$ cat src/rtl/dbg_step_pkg.sv
package dbg_step_pkg;
  typedef enum logic [1:0] {
    EV_NONE  = 2'd0,
    EV_BKPT  = 2'd1,
    EV_FAULT = 2'd2,
    EV_DONE  = 2'd3
  } ev_e;

  // Trap flag after the event: any handler entry clears it.
  function automatic logic tf_after(ev_e ev, logic tf_q, logic wr, logic wv,
                                    logic enter, logic rst_ld, logic rst_tf);
    logic r;
    case (ev)
      EV_NONE:  r = rst_ld ? rst_tf : tf_q;
      EV_DONE:  r = enter ? 1'b0 : (wr ? wv : tf_q);
      default:  r = 1'b0;
    endcase
    return r;
  endfunction

  // Resume flag after the event.
  function automatic logic rf_after(ev_e ev, logic rf_q, logic task_sw,
                                    logic rst_ld, logic rst_rf);
    logic r;
    case (ev)
      EV_NONE:  r = rst_ld ? rst_rf : rf_q;
      EV_FAULT: r = 1'b1;
      EV_DONE:  r = task_sw ? rf_q : 1'b0;
      default:  r = rf_q;
    endcase
    return r;
  endfunction
endpackage

$ cat src/rtl/dbg_bkpt_gate.sv
module dbg_bkpt_gate
  import dbg_step_pkg::*;
(
  input  logic insn_valid,
  input  logic insn_fault,
  input  logic bkpt_hit,
  input  logic rf_q,
  input  logic shadow_q,
  output logic bkpt_take,
  output ev_e  ev
);
  always_comb begin
    bkpt_take = insn_valid && bkpt_hit && !rf_q && !shadow_q;
    if (!insn_valid)     ev = EV_NONE;
    else if (bkpt_take)  ev = EV_BKPT;
    else if (insn_fault) ev = EV_FAULT;
    else                 ev = EV_DONE;
  end
endmodule

$ cat src/rtl/dbg_trap_eval.sv
module dbg_trap_eval
  import dbg_step_pkg::*;
(
  input  ev_e  ev,
  input  logic tf_q,
  input  logic task_sw,
  input  logic task_trap_bit,
  input  logic irq_req,
  output logic step_trap,
  output logic task_trap,
  output logic any_trap,
  output logic irq_first,
  output logic enter_handler
);
  always_comb begin
    step_trap     = (ev == EV_DONE) && tf_q;
    task_trap     = (ev == EV_DONE) && task_sw && task_trap_bit;
    any_trap      = step_trap || task_trap;
    irq_first     = any_trap && irq_req;
    enter_handler = any_trap || ((ev == EV_DONE) && irq_req);
  end
endmodule

$ cat src/rtl/dbg_flag_regs.sv
module dbg_flag_regs
  import dbg_step_pkg::*;
(
  input  logic clk,
  input  logic rst_n,
  input  ev_e  ev,
  input  logic enter_handler,
  input  logic tf_wr,
  input  logic tf_wval,
  input  logic ss_load,
  input  logic task_sw,
  input  logic restore,
  input  logic restore_tf,
  input  logic restore_rf,
  output logic tf_q,
  output logic rf_q,
  output logic shadow_q
);
  always_ff @(posedge clk) begin
    if (!rst_n) begin
      tf_q     <= 1'b0;
      rf_q     <= 1'b0;
      shadow_q <= 1'b0;
    end else begin
      tf_q <= tf_after(ev, tf_q, tf_wr, tf_wval, enter_handler, restore, restore_tf);
      rf_q <= rf_after(ev, rf_q, task_sw, restore, restore_rf);
      if (ev != EV_NONE) shadow_q <= (ev == EV_DONE) && ss_load;
    end
  end

  assert_fault_sets_rf_R7: assert property (@(posedge clk) disable iff (!rst_n)
    (ev == EV_FAULT) |=> rf_q);
  assert_done_clears_rf_R8: assert property (@(posedge clk) disable iff (!rst_n)
    (ev == EV_DONE && !task_sw) |=> !rf_q);
  assert_task_keeps_rf_R8: assert property (@(posedge clk) disable iff (!rst_n)
    (ev == EV_DONE && task_sw) |=> $stable(rf_q));
endmodule

$ cat src/rtl/dbg_step_seq.sv
module dbg_step_seq
  import dbg_step_pkg::*;
(
  input  logic clk,
  input  logic rst_n,
  input  logic i_insn_valid,
  input  logic i_insn_fault,
  input  logic i_bkpt_hit,
  input  logic i_tf_wr,
  input  logic i_tf_wval,
  input  logic i_ss_load,
  input  logic i_task_sw,
  input  logic i_task_trap_bit,
  input  logic i_irq_req,
  input  logic i_restore,
  input  logic i_restore_tf,
  input  logic i_restore_rf,
  output logic o_bkpt_fault,
  output logic o_dbg_trap,
  output logic o_irq_first,
  output logic o_st_step,
  output logic o_st_task,
  output logic o_tf,
  output logic o_rf
);
  ev_e  ev;
  logic bkpt_take, step_trap, task_trap, any_trap, irq_first, enter_handler;
  logic tf_q, rf_q, shadow_q;

  dbg_bkpt_gate u_gate (
    .insn_valid(i_insn_valid), .insn_fault(i_insn_fault), .bkpt_hit(i_bkpt_hit),
    .rf_q(rf_q), .shadow_q(shadow_q), .bkpt_take(bkpt_take), .ev(ev)
  );

  dbg_trap_eval u_eval (
    .ev(ev), .tf_q(tf_q), .task_sw(i_task_sw), .task_trap_bit(i_task_trap_bit),
    .irq_req(i_irq_req), .step_trap(step_trap), .task_trap(task_trap),
    .any_trap(any_trap), .irq_first(irq_first), .enter_handler(enter_handler)
  );

  dbg_flag_regs u_flags (
    .clk(clk), .rst_n(rst_n), .ev(ev), .enter_handler(enter_handler),
    .tf_wr(i_tf_wr), .tf_wval(i_tf_wval), .ss_load(i_ss_load), .task_sw(i_task_sw),
    .restore(i_restore), .restore_tf(i_restore_tf), .restore_rf(i_restore_rf),
    .tf_q(tf_q), .rf_q(rf_q), .shadow_q(shadow_q)
  );

  always_ff @(posedge clk) begin
    if (!rst_n) begin
      o_bkpt_fault <= 1'b0;
      o_dbg_trap   <= 1'b0;
      o_irq_first  <= 1'b0;
      o_st_step    <= 1'b0;
      o_st_task    <= 1'b0;
    end else begin
      o_bkpt_fault <= bkpt_take;
      o_dbg_trap   <= any_trap;
      o_irq_first  <= irq_first;
      o_st_step    <= step_trap;
      o_st_task    <= task_trap;
    end
  end

  assign o_tf = tf_q;
  assign o_rf = rf_q;

  assert_step_on_old_tf_R1: assert property (@(posedge clk) disable iff (!rst_n)
    (i_insn_valid && !i_insn_fault && !i_bkpt_hit && tf_q) |=> (o_dbg_trap && o_st_step));
  assert_no_trap_without_old_tf_R2: assert property (@(posedge clk) disable iff (!rst_n)
    (i_insn_valid && !tf_q && !i_task_sw) |=> !o_dbg_trap);
  assert_handler_clears_tf_R3: assert property (@(posedge clk) disable iff (!rst_n)
    (o_dbg_trap || o_bkpt_fault) |-> !o_tf);
  assert_irq_order_R4: assert property (@(posedge clk) disable iff (!rst_n)
    o_irq_first |-> (o_dbg_trap && !o_tf));
  assert_rf_blocks_bkpt_R5: assert property (@(posedge clk) disable iff (!rst_n)
    (i_insn_valid && rf_q) |=> !o_bkpt_fault);
  assert_bkpt_no_trap_R5: assert property (@(posedge clk) disable iff (!rst_n)
    o_bkpt_fault |-> !o_dbg_trap);
  assert_shadow_blocks_bkpt_R6: assert property (@(posedge clk) disable iff (!rst_n)
    (i_insn_valid && shadow_q) |=> !o_bkpt_fault);
  assert_fault_drops_trap_R7: assert property (@(posedge clk) disable iff (!rst_n)
    (i_insn_valid && i_insn_fault) |=> !o_dbg_trap);
  assert_task_status_R9: assert property (@(posedge clk) disable iff (!rst_n)
    o_st_task |-> o_dbg_trap);
  assert_status_onehot_cause_R9: assert property (@(posedge clk) disable iff (!rst_n)
    o_dbg_trap |-> (o_st_step || o_st_task));
endmodule

$ cat config.mk
export PLATFORM = sky130hd
export DESIGN_NAME = dbg_step_seq
export DESIGN_NICKNAME = d
export VERILOG_FILES = /design/src/rtl/dbg_step_pkg.sv /design/src/rtl/dbg_bkpt_gate.sv /design/src/rtl/dbg_trap_eval.sv /design/src/rtl/dbg_flag_regs.sv /design/src/rtl/dbg_step_seq.sv
export SDC_FILE = /design/constraint.sdc
export NUM_CORES = 1
export LEC_CHECK = 0
export ABC_CLOCK_PERIOD_IN_PS = 5600
export BUFFER_PORTS_ARGS = -buffer_cell sky130_fd_sc_hd__buf_2
export CAP_MARGIN = 25
export CORE_AREA = 2 2 39 41
export DETAILED_ROUTE_END_ITERATION = 8
export DIE_AREA = 0 0 41 43
export HOLD_SLACK_MARGIN = 0.12
export SLEW_MARGIN = 0
export SYNTH_ARGS = -nofsm -noshare
export SYNTH_HDL_FRONTEND = slang
export SYNTH_SLANG_ARGS = --single-unit
$ cat constraint.sdc
create_clock -name clk -period 5.6 [get_ports clk]
set_input_delay 1.12 -clock clk [delete_from_list [all_inputs] [get_ports clk]]
set_output_delay 1.12 -clock clk [all_outputs]
set_load 0.02 [all_outputs]
* Word level (Yosys, flattened, before mapping)
Cells that the tools add are included.
** Operators by class
- Eq/ne operators :: 5
- Mux-type cells :: 10
- Reductions and logical operators :: 18
** Operator list (number)
- $logic_and A1 B1 Y1 :: 9
- $mux W1 :: 6
- $eq A2 B2 Y1 const B :: 2
- $mux W2 :: 2
- $ne A2 B2 Y1 const B :: 2
- $ne A3 B2 Y1 const B :: 1
- $pmux W1 S3 :: 1
- $reduce_and A3 Y1 :: 1
- $reduce_bool A3 Y1 :: 1
- $logic_not A1 Y1 :: 2
- $logic_not A2 Y1 :: 1
- $logic_or A1 B1 Y1 :: 2
- $pmux W1 S2 :: 1
- $reduce_and A2 Y1 :: 1
- $reduce_bool A2 Y1 :: 1
** Word-level totals
- Bits in registers :: 8
- Input port bits :: 14
- Output and inout bits :: 7
- Logic and storage cells :: 41

* Longest topological paths before layout
Gate-level depths: netlist of the first run.
- Depth in word-level cells :: 12
- Gate-level depth with buffers :: 7
- Gate-level depth less buffers :: 7

* Hierarchy
A second synthesis of the first run with hierarchy kept.
** Second synthesis, totals
- Cell total of the unflattened synthesis :: 50
- Area, all modules :: 425.4 µm²
** By module, submodules not included
- dbg_flag_regs :: times used 1, cells an instance 26, area each 217.7 µm², sequential area each 60.1 µm²
- dbg_step_seq :: times used 1, cells an instance 10, area each 131.4 µm², sequential area each 100.1 µm²
- dbg_trap_eval :: times used 1, cells an instance 9, area each 48.8 µm², sequential area each 0.0 µm²
- dbg_bkpt_gate :: times used 1, cells an instance 5, area each 27.5 µm², sequential area each 0.0 µm²

* Worst setup path after synthesis of the first run
Ideal clock, no wire load.
- Kind :: input to register
- Start :: in i_bkpt_hit
- End :: reg u_flags.tf_q
- Arrival time :: 2.484 ns
- Slack :: 2.999 ns
- Stages on the path :: 6
- Buffers on the path :: 0
- Cells stage by stage :: or3b_4 -> and2_2 -> ha_1 -> nor2b_1 -> a32o_1 -> a32o_1
** On the way
- Cells in the longest elaborated chain, start to end :: 12
- Elaborated cells on any way between the ends :: 18
** Ends and longest elaborated chain
- start, declared :: line dbg_step_seq.sv:8 : input logic i_bkpt_hit,
- $logic_and A1 B1 Y1 * (3 in a row) :: line dbg_bkpt_gate.sv:13 : bkpt_take = insn_valid && bkpt_hit && !rf_q && !shadow_q;
- $mux W2 * :: line dbg_bkpt_gate.sv:15 : else if (bkpt_take) ev = EV_BKPT;
- $mux W2 * :: line dbg_bkpt_gate.sv:14 : if (!insn_valid) ev = EV_NONE;
- $eq A2 B2 Y1
- $logic_and A1 B1 Y1 (2 in a row) :: line dbg_trap_eval.sv:17 : task_trap = (ev == EV_DONE) && task_sw && task_trap_bit;
- $logic_or A1 B1 Y1 :: line dbg_trap_eval.sv:18 : any_trap = step_trap || task_trap;
- $logic_or A1 B1 Y1 :: line dbg_trap_eval.sv:20 : enter_handler = any_trap || ((ev == EV_DONE) && irq_req);
- $mux W1 or $ne A3 B2 Y1 (tied branches)
- $pmux W1 S2 or $reduce_and A2 Y1 (tied branches)
- end signal, assigned :: line dbg_flag_regs.sv:25 : tf_q <= tf_after(ev, tf_q, tf_wr, tf_wval, enter_handler, restore, restore_tf);
- end, declared :: line dbg_flag_regs.sv:15 : output logic tf_q,
Mark *: on every way between the ends. The rest lies on a longest branch, timed or not.
A chain may end at the register's enable or synchronous reset.

* Worst setup path in the final report of the first run
Ends and elaborated chain as after synthesis.

==> results.json, run 1 <==
{
  "fin_crit_ps": 2540,
  "track_usage_pct": 11.3,
  "reg2reg_slack_ps": 3650,
  "gp_congestion": 0.690,
  "core_um2": 1380,
  "required_ps": 5750,
  "placed_cell_area_um2": 515,
  "synthArstFlopShare_pct": 0,
  "syn-num-nets": 61,
  "io_pins": 21,
  "postSynthCellCount": 44,
  "synth-edff-count": 0,
  "syn_area_um2": 395,
  "relSlewSlack_pct": 83.5,
  "wirelength_um": 849,
  "finClkSkew_ps": 4.08,
  "cts_inserted_buffers": 3,
  "portBuffers": 20,
  "cts.clk_slew.worst_paths_ps": 50,
  "postLayoutCellArea_um2": 538,
  "grt_max_degree": 8,
  "antenna_left": 0,
  "drc": 0,
  "cts.hold.buffers_added": 0,
  "ys_warn_count": 0,
  "start_kind": "input pin",
  "wire_per_inst_um": 10.2,
  "synth_common_cells": "dfxtp_1, nand2_1, inv_1, nor2_1",
  "yosysTopAreaCell": "dfxtp_1",
  "syn_area_per_cell_um2": 8.99,
  "final-setup-viol-count": 0,
  "synth_top_cell_area_share_pct": 40.5,
  "p_int_mw": 0.0952,
  "holdWs_ps": 520,
  "first_iter_violations": 5,
  "p_comb_share_pct": 18.9,
  "floorplan.rows": 14,
  "worstSetupEndpointType": "flip-flop",
  "antenna_found_initial": 0,
  "pre_cts_ws_ps": 2780,
  "max_freq_ghz": 0.394,
  "vias": 380,
  "ys_seq_area_share_pct": 40.5,
  "yosys-top-cells-area": "dfxtp_1, ha_1, a32o_1",
  "final_layout_size_suffix_gt1_share_pct": 38.8,
  "clock_sinks": 8,
  "ir_worst_vdd_mv": 0.0490,
  "path_max_fanout": 6,
  "grt_pass1_vias": 358,
  "drv_cap": 0,
  "whs_path_depth": 1,
  "die_w_um": 41,
  "p_per_area_nw_per_um2": 238,
  "final_nets": 86,
  "tightestPinTransition_ps": 247,
  "status": "completed",
  "cts.htree.levels": 1,
  "hpwl_um": 684,
  "setup_ws_ps": 3060,
  "root_buffer": "clkbuf_4",
  "min_period_over_period_pct": 45.3,
  "switching_power_mw": 0.0328,
  "cts_tree": "done",
  "hold_viol_final": 0,
  "synth_cell_types": 19,
  "initial_core_util_pct": 28.6,
  "cts_setup_buffers": 0,
  "power_frac_clock_pct": 34.2,
  "p_sw_share_pct": 25.6,
  "synth-seq-cells": 8,
  "p_leak_nw": 0.271,
  "vias_per_cell": 4.58,
  "syn_to_final_growth_pct": 36.1,
  "rr_worst_depth": 6,
  "die-area_um2": 1760,
  "synth-main-ff-cell": "dfxtp_1",
  "overflow": 0,
  "post_cts_resized": 0,
  "drt_pass1_iterations": 4,
  "clock_path_buffers": 2,
  "antennaDiodeCount": 0,
  "clk_latency_ps": 250,
  "n_fill_cell": 149,
  "arrival_ps": 2680,
  "die-height_um": 43,
  "synth_most_common_cell": "dfxtp_1",
  "grt_pass1_wl_mm": 1.30,
  "tns_ps": 0,
  "rsz0062_at_grt": "no",
  "p_seq_share_pct": 47.0,
  "final_max_slew_viol_count": 0,
  "hp-class": "reg2reg",
  "critPathKind": "in2reg"
}
layer usage:
| metal | wire length, µm | part of all wire [%] | global-route usage (%) | vias up |
|---|---|---|---|---|
| met5 | 0 | 0 | 0 | - |
| met4 | 0 | 0 | 12.0 | 0 |
| met3 | 40 | 4.7 | 1.57 | 0 |
| met2 | 453 | 53 | 18.4 | 10 |
| met1 | 354 | 42 | 10.6 | 173 |
| li1 | - | - | - | 197 |
layout by cell type (no fill, tap or decap):
cell / instances
nor2_1: 4
nand2_1: 5
o221a_1: 1
a21oi_1: 3
o21ai_0: 1
inv_1: 4
buf_2: 20
a211oi_1: 1
clkbuf_4: 3
and2_2: 1
or3b_4: 1
nand2b_1: 1
a32o_1: 2
o221ai_1: 1
and2_1: 2
dfxtp_1: 8
and3_1: 1
nor3b_1: 1
and3_4: 1
nor2b_1: 3
ha_1: 3
power by group through the flow:
stage | registers, mW | logic, mW | clock network (mW)
after floorplan | 0.0633 | 0.0123 | 0
after global placement | 0.0611 | 0.0242 | 0
after detailed placement | 0.0613 | 0.0244 | 0
after CTS | 0.0601 | 0.0244 | 0.0460
after global routing | 0.0602 | 0.0272 | 0.0478
final | 0.0601 | 0.0241 | 0.0437
final timing paths:
kind	endpoint	start
hold reg to reg	o_st_step	u_flags.tf_q
setup / recovery	u_flags.tf_q	i_bkpt_hit
hold / removal	o_st_step	u_flags.tf_q
setup reg to reg	u_flags.tf_q	u_flags.rf_q
cell families (layout without fill, tap and decap cells):
| group | after synthesis | count (layout) | share of synthesized area, % |
|---|---|---|---|
| flip-flops | 8 | 8 | 40.5 |
| AO/OA/AOI/OAI | 9 | 9 | 17.1 |
| AND/OR/NAND/NOR | 20 | 20 | 29.1 |
| buffers and inverters | 4 | 27 | 3.80 |
| adder cells (fa/ha/maj) | 3 | 3 | 9.49 |
worst max-delay path, cell delays in order:
cell and delay (ps):
buf_2 70, or3b_4 390, a21oi_1 260, ha_1 310, nor3b_1 220, a211oi_1 100, a32o_1 210
through the flow:
stage / instances / power, mW / utilization, %
final: 83 / 0.128 / 38.9
after CTS: 83 / 0.130 / 38.9
after detailed placement: 80 / 0.0857 / 37.3
after floorplan: 44 / 0.0756 / -
after global routing: 83 / 0.135 / 38.9
after global placement: 80 / 0.0854 / 37.3
state kept, by name (all words and copies together) (netlist names):
| register | count |
|---|---|
| o_st_task | 1 |
| u_flags.tf_q | 1 |
| o_bkpt_fault | 1 |
| u_flags.shadow_q | 1 |
| u_flags.rf_q | 1 |
| o_dbg_trap | 1 |
| o_irq_first | 1 |
| o_st_step | 1 |
area by class of cell:
cell class	count	area (µm²)	area share, %
Multi-Input combinational cell	32	220	40.9
Sequential cell	8	160	29.8
Timing Repair Buffer	20	100	18.6
Clock buffer	3	22.5	4.19
Tap cell	16	20.0	3.72
Inverter	4	15.0	2.79
Note: power is estimated with default switching activity, not from simulation.
==> run 2, diff against run 1 <==
Settings changed: ABC_CLOCK_PERIOD_IN_PS 5600 to 2500.
Clock period 5.6 ns to 2.5 ns, I/O delays scaled along.
==> results.json, run 2 (synthesis results as in run 1) <==
{
  "floorplan.rows": 14,
  "die_w_um": 41,
  "overflow": 0,
  "grt_max_degree": 8,
  "antenna_found_initial": 0,
  "hold_end": "o_irq_first",
  "finClkSkew_ps": 5.78,
  "io_pins": 21,
  "worstSetupEndpointType": "flip-flop",
  "antennaDiodeCount": 0,
  "fin_crit_ps": 1920,
  "grt_pass1_wl_mm": 1.26,
  "reg2reg_slack_ps": 580,
  "final_layout_size_suffix_gt1_share_pct": 38.8,
  "placed_cell_area_um2": 515,
  "root_buffer": "clkbuf_4",
  "portBuffers": 20,
  "min_period_over_period_pct": 76.8,
  "postLayoutCellArea_um2": 538,
  "cts.clk_slew.worst_paths_ps": 50,
  "grt_pass1_vias": 334,
  "core_um2": 1380,
  "hp-class": "in2reg",
  "first_iter_violations": 4,
  "final-setup-viol-count": 0,
  "utilization_pct": 38.9,
  "cts.hold.buffers_added": 0,
  "drt_pass1_iterations": 2,
  "rsz0062_at_grt": "no",
  "power_mw": 0.283,
  "vias": 382,
  "post_cts_resized": 0,
  "whs_path_depth": 2,
  "cts.htree.levels": 1,
  "hpwl_um": 685,
  "wirelength_um": 831,
  "pre_cts_ws_ps": 339,
  "critPathKind": "reg2reg",
  "max_freq_ghz": 0.521,
  "slowest_stage": "or3b_4",
  "status": "completed",
  "cts_setup_buffers": 0,
  "arrival_ps": 2060,
  "cp.buffers_inverters": 0,
  "placed_cells": 80,
  "p_per_area_nw_per_um2": 527,
  "p_leak_nw": 0.271,
  "gp_congestion": 0.707,
  "vias_per_cell": 4.60,
  "clock_sinks": 8,
  "critical_path.max_stage_delay_ps": 420,
  "track_usage_pct": 11.1,
  "wire_per_inst_um": 10.0,
  "initial_core_util_pct": 28.6,
  "syn_to_final_growth_pct": 36.1,
  "final_nets": 86,
  "relSlewSlack_pct": 82.4,
  "required_ps": 2640,
  "setup_ws_ps": 579,
  "tightestPinTransition_ps": 264,
  "start_kind": "flip-flop",
  "drc": 0,
  "layoutNonFillerInstCount": 83,
  "ir_worst_vdd_mv": 0.143,
  "clock_path_buffers": 2,
  "cts_tree": "done",
  "r2r_start": "u_flags.rf_q",
  "hold_viol_final": 0,
  "holdWs_ps": 481,
  "cp_top_family": "simple AND/OR/NAND/NOR gates",
  "r2r-end": "u_flags.tf_q",
  "path_max_fanout": 6,
  "antenna_left": 0,
  "final_max_slew_viol_count": 0,
  "tns_ps": 0,
  "die-height_um": 43,
  "worstPathCellList": "or3b_4, a21oi_1, ha_1, nor3b_1, a211oi_1, a32o_1",
  "mostFrequentLayoutCell": "buf_2",
  "drv_cap": 0,
  "rr_worst_depth": 6,
  "cts_inserted_buffers": 3,
  "layout_common_cells": "buf_2, dfxtp_1, nand2_1, inv_1, nor2_1",
  "hold_path_startpoint": "i_irq_req",
  "die-area_um2": 1760,
  "clk_latency_ps": 250
}
## run 2: report_power, final
group	leakage, nW	internal, mW	switching, mW	total (mW)
sequential	0.0650	0.132	0.00243	0.134
combinational	0.193	0.0264	0.0278	0.0542
clock	0.0138	0.0547	0.0400	0.0947
## run 2: worst max path at each step
stage                 startpoint      endpoint  slack (ps)  cells past startpoint
CTS                 u_flags.rf_q  u_flags.tf_q         570                      6
floorplan             i_bkpt_hit  u_flags.tf_q         520                      6
global route        u_flags.rf_q  u_flags.tf_q         380                      6
finish              u_flags.rf_q  u_flags.tf_q         580                      6
global placement      i_bkpt_hit  u_flags.tf_q         360                      7
detailed placement    i_bkpt_hit  u_flags.tf_q         340                      7
## run 2: cell type report
cell class,count,area (µm²)
Clock buffer,3,22.5
Fill cell,152,846
Timing Repair Buffer,20,100
Inverter,4,15.0
Sequential cell,8,160
Tap cell,16,20.0
Multi-Input combinational cell,32,220
## run 2: per-layer routing
layer | vias up | routed length, µm | global-route usage, %
li1 | 200 | - | -
met1 | 170 | 387 | 12.1
met2 | 10 | 380 | 15.3
met3 | 2 | 49 | 3.14
met4 | 0 | 14 | 12.0
met5 | - | 0 | 0
==> run 3, diff against run 2 <==
Settings changed: ABC_CLOCK_PERIOD_IN_PS 2500 to 1600.
Clock period 2.5 ns to 1.6 ns, I/O delays scaled along.
==> results.json, run 3 (synthesis results as in run 1) <==
{
  "antenna_left": 0,
  "cts_tree": "done",
  "cts.hold.buffers_added": 0,
  "wire_per_inst_um": 10.2,
  "pre_cts_ws_ps": -242,
  "cts_inserted_buffers": 3,
  "crit_end": "u_flags.tf_q",
  "setup_ws_ps": -129,
  "whs_path_depth": 3,
  "wirelength_um": 895,
  "tightestPinTransition_ps": 285,
  "gp_congestion": 0.664,
  "first_iter_violations": 5,
  "p_leak_nw": 0.302,
  "drv_cap": 0,
  "placed_cells": 84,
  "slowest_stage": "or3b_4",
  "initial_core_util_pct": 28.6,
  "rr_worst_depth": 7,
  "required_ps": 1750,
  "critPathKind": "reg2reg",
  "fin_crit_ps": 1730,
  "violations": "setup timing",
  "die-height_um": 43,
  "r2r_start": "u_flags.shadow_q",
  "r2r-end": "u_flags.tf_q",
  "cts.clk_slew.worst_paths_ps": 50,
  "clk_latency_ps": 260,
  "drc": 0,
  "io_pins": 21,
  "max_freq_ghz": 0.578,
  "die_w_um": 41,
  "floorplan.rows": 14,
  "drt_pass1_iterations": 4,
  "core_um2": 1380,
  "p_per_area_nw_per_um2": 769,
  "crit_path_start": "u_flags.shadow_q",
  "hp-class": "in2reg",
  "utilization_pct": 45.2,
  "relSlewSlack_pct": 81.0,
  "grt_pass1_vias": 362,
  "grt_pass1_wl_mm": 1.37,
  "reg2reg_slack_ps": -130,
  "path_max_fanout": 3,
  "worstPathCellList": "or3b_4, a21oi_4, inv_1, ha_2, nand2b_1, a211oi_2, a32o_1",
  "power_mw": 0.481,
  "root_buffer": "clkbuf_4",
  "mostFrequentLayoutCell": "buf_2",
  "syn_to_final_growth_pct": 58.2,
  "rsz0062_at_grt": "yes",
  "final_layout_size_suffix_gt1_share_pct": 56.9,
  "clock_path_buffers": 2,
  "critical_path.max_stage_delay_ps": 410,
  "vias_per_cell": 4.70,
  "status": "finished, violations left",
  "tns_ps": -223,
  "cts.htree.levels": 1,
  "die-area_um2": 1760,
  "arrival_ps": 1880,
  "track_usage_pct": 11.8,
  "worstSetupEndpointType": "flip-flop",
  "antenna_found_initial": 0,
  "antennaDiodeCount": 0,
  "grt_max_degree": 8,
  "hold_path_startpoint": "i_task_trap_bit",
  "ir_worst_vdd_mv": 0.210,
  "start_kind": "flip-flop",
  "layout_common_cells": "buf_2, dfxtp_1, nor2_1, nand2_1, buf_4",
  "vias": 414,
  "overflow": 0,
  "portBuffers": 20,
  "hpwl_um": 712,
  "clock_sinks": 8,
  "final-setup-viol-count": 2,
  "min_period_over_period_pct": 108,
  "layoutNonFillerInstCount": 88,
  "hold_viol_final": 0,
  "final_max_slew_viol_count": 0,
  "final_nets": 91,
  "finClkSkew_ps": 3.10
}
==> run 3: final cells by class <==
class	count	area, µm²
Fill cell	131	758
Sequential cell	8	163
Tap cell	16	20.0
Multi-Input combinational cell	32	264
Timing Repair Buffer	25	141
Inverter	4	15.0
Clock buffer	3	22.5
==> run 3: critical path: cells and delay by family (launching register included) <==
kind / cells / cell delay [ps]
and+or+nand+nor: 2 / 510
adders and majority gates: 1 / 300
AOI/OAI and AO/OA: 3 / 430
DFF: 1 / 310
buffers and inverters: 1 / 60
==> run 3: where the power goes <==
group	switching (mW)	internal [mW]
registers	0.00286	0.207
clock network	0.0691	0.0858
logic	0.0563	0.0603
==> run 3: what timing repair did <==
| action | CTS | global route |
|---|---|---|
| endpoints found under the setup margin | 2 | 4 |
| buffers inserted | 1 | 0 |
| resized for setup | 2 | 6 |
| gates cloned | 0 | 0 |
| pin swaps | 1 | 5 |
==> run 3: worst min path at each step <==
stage,endpoint,slack (ps)
global route,o_st_task,310
floorplan,o_bkpt_fault,430
detailed placement,o_st_step,510
global placement,o_st_step,500
finish,o_st_task,310
CTS,o_st_task,300
==> run 3: routing by layer <==
layer / global-route usage, % / vias up / share of wire, %
met1: 13.1 / 183 / 39
met5: 0 / - / 0
li1: - / 212 / -
met3: 1.57 / 3 / 8.5
met4: 12.0 / 0 / 3.2
met2: 17.5 / 16 / 49
==> run 3: through the flow <==
| stage | hold WS (ps) | instance area [µm²] |
|---|---|---|
| 2_1_floorplan | 434 | 422 |
| 3_3_place_gp | 504 | 572 |
| 3_5_place_dp | 513 | 572 |
| 4_1_cts | 305 | 612 |
| 5_1_grt | 312 | 626 |
| 6_report | 306 | 626 |
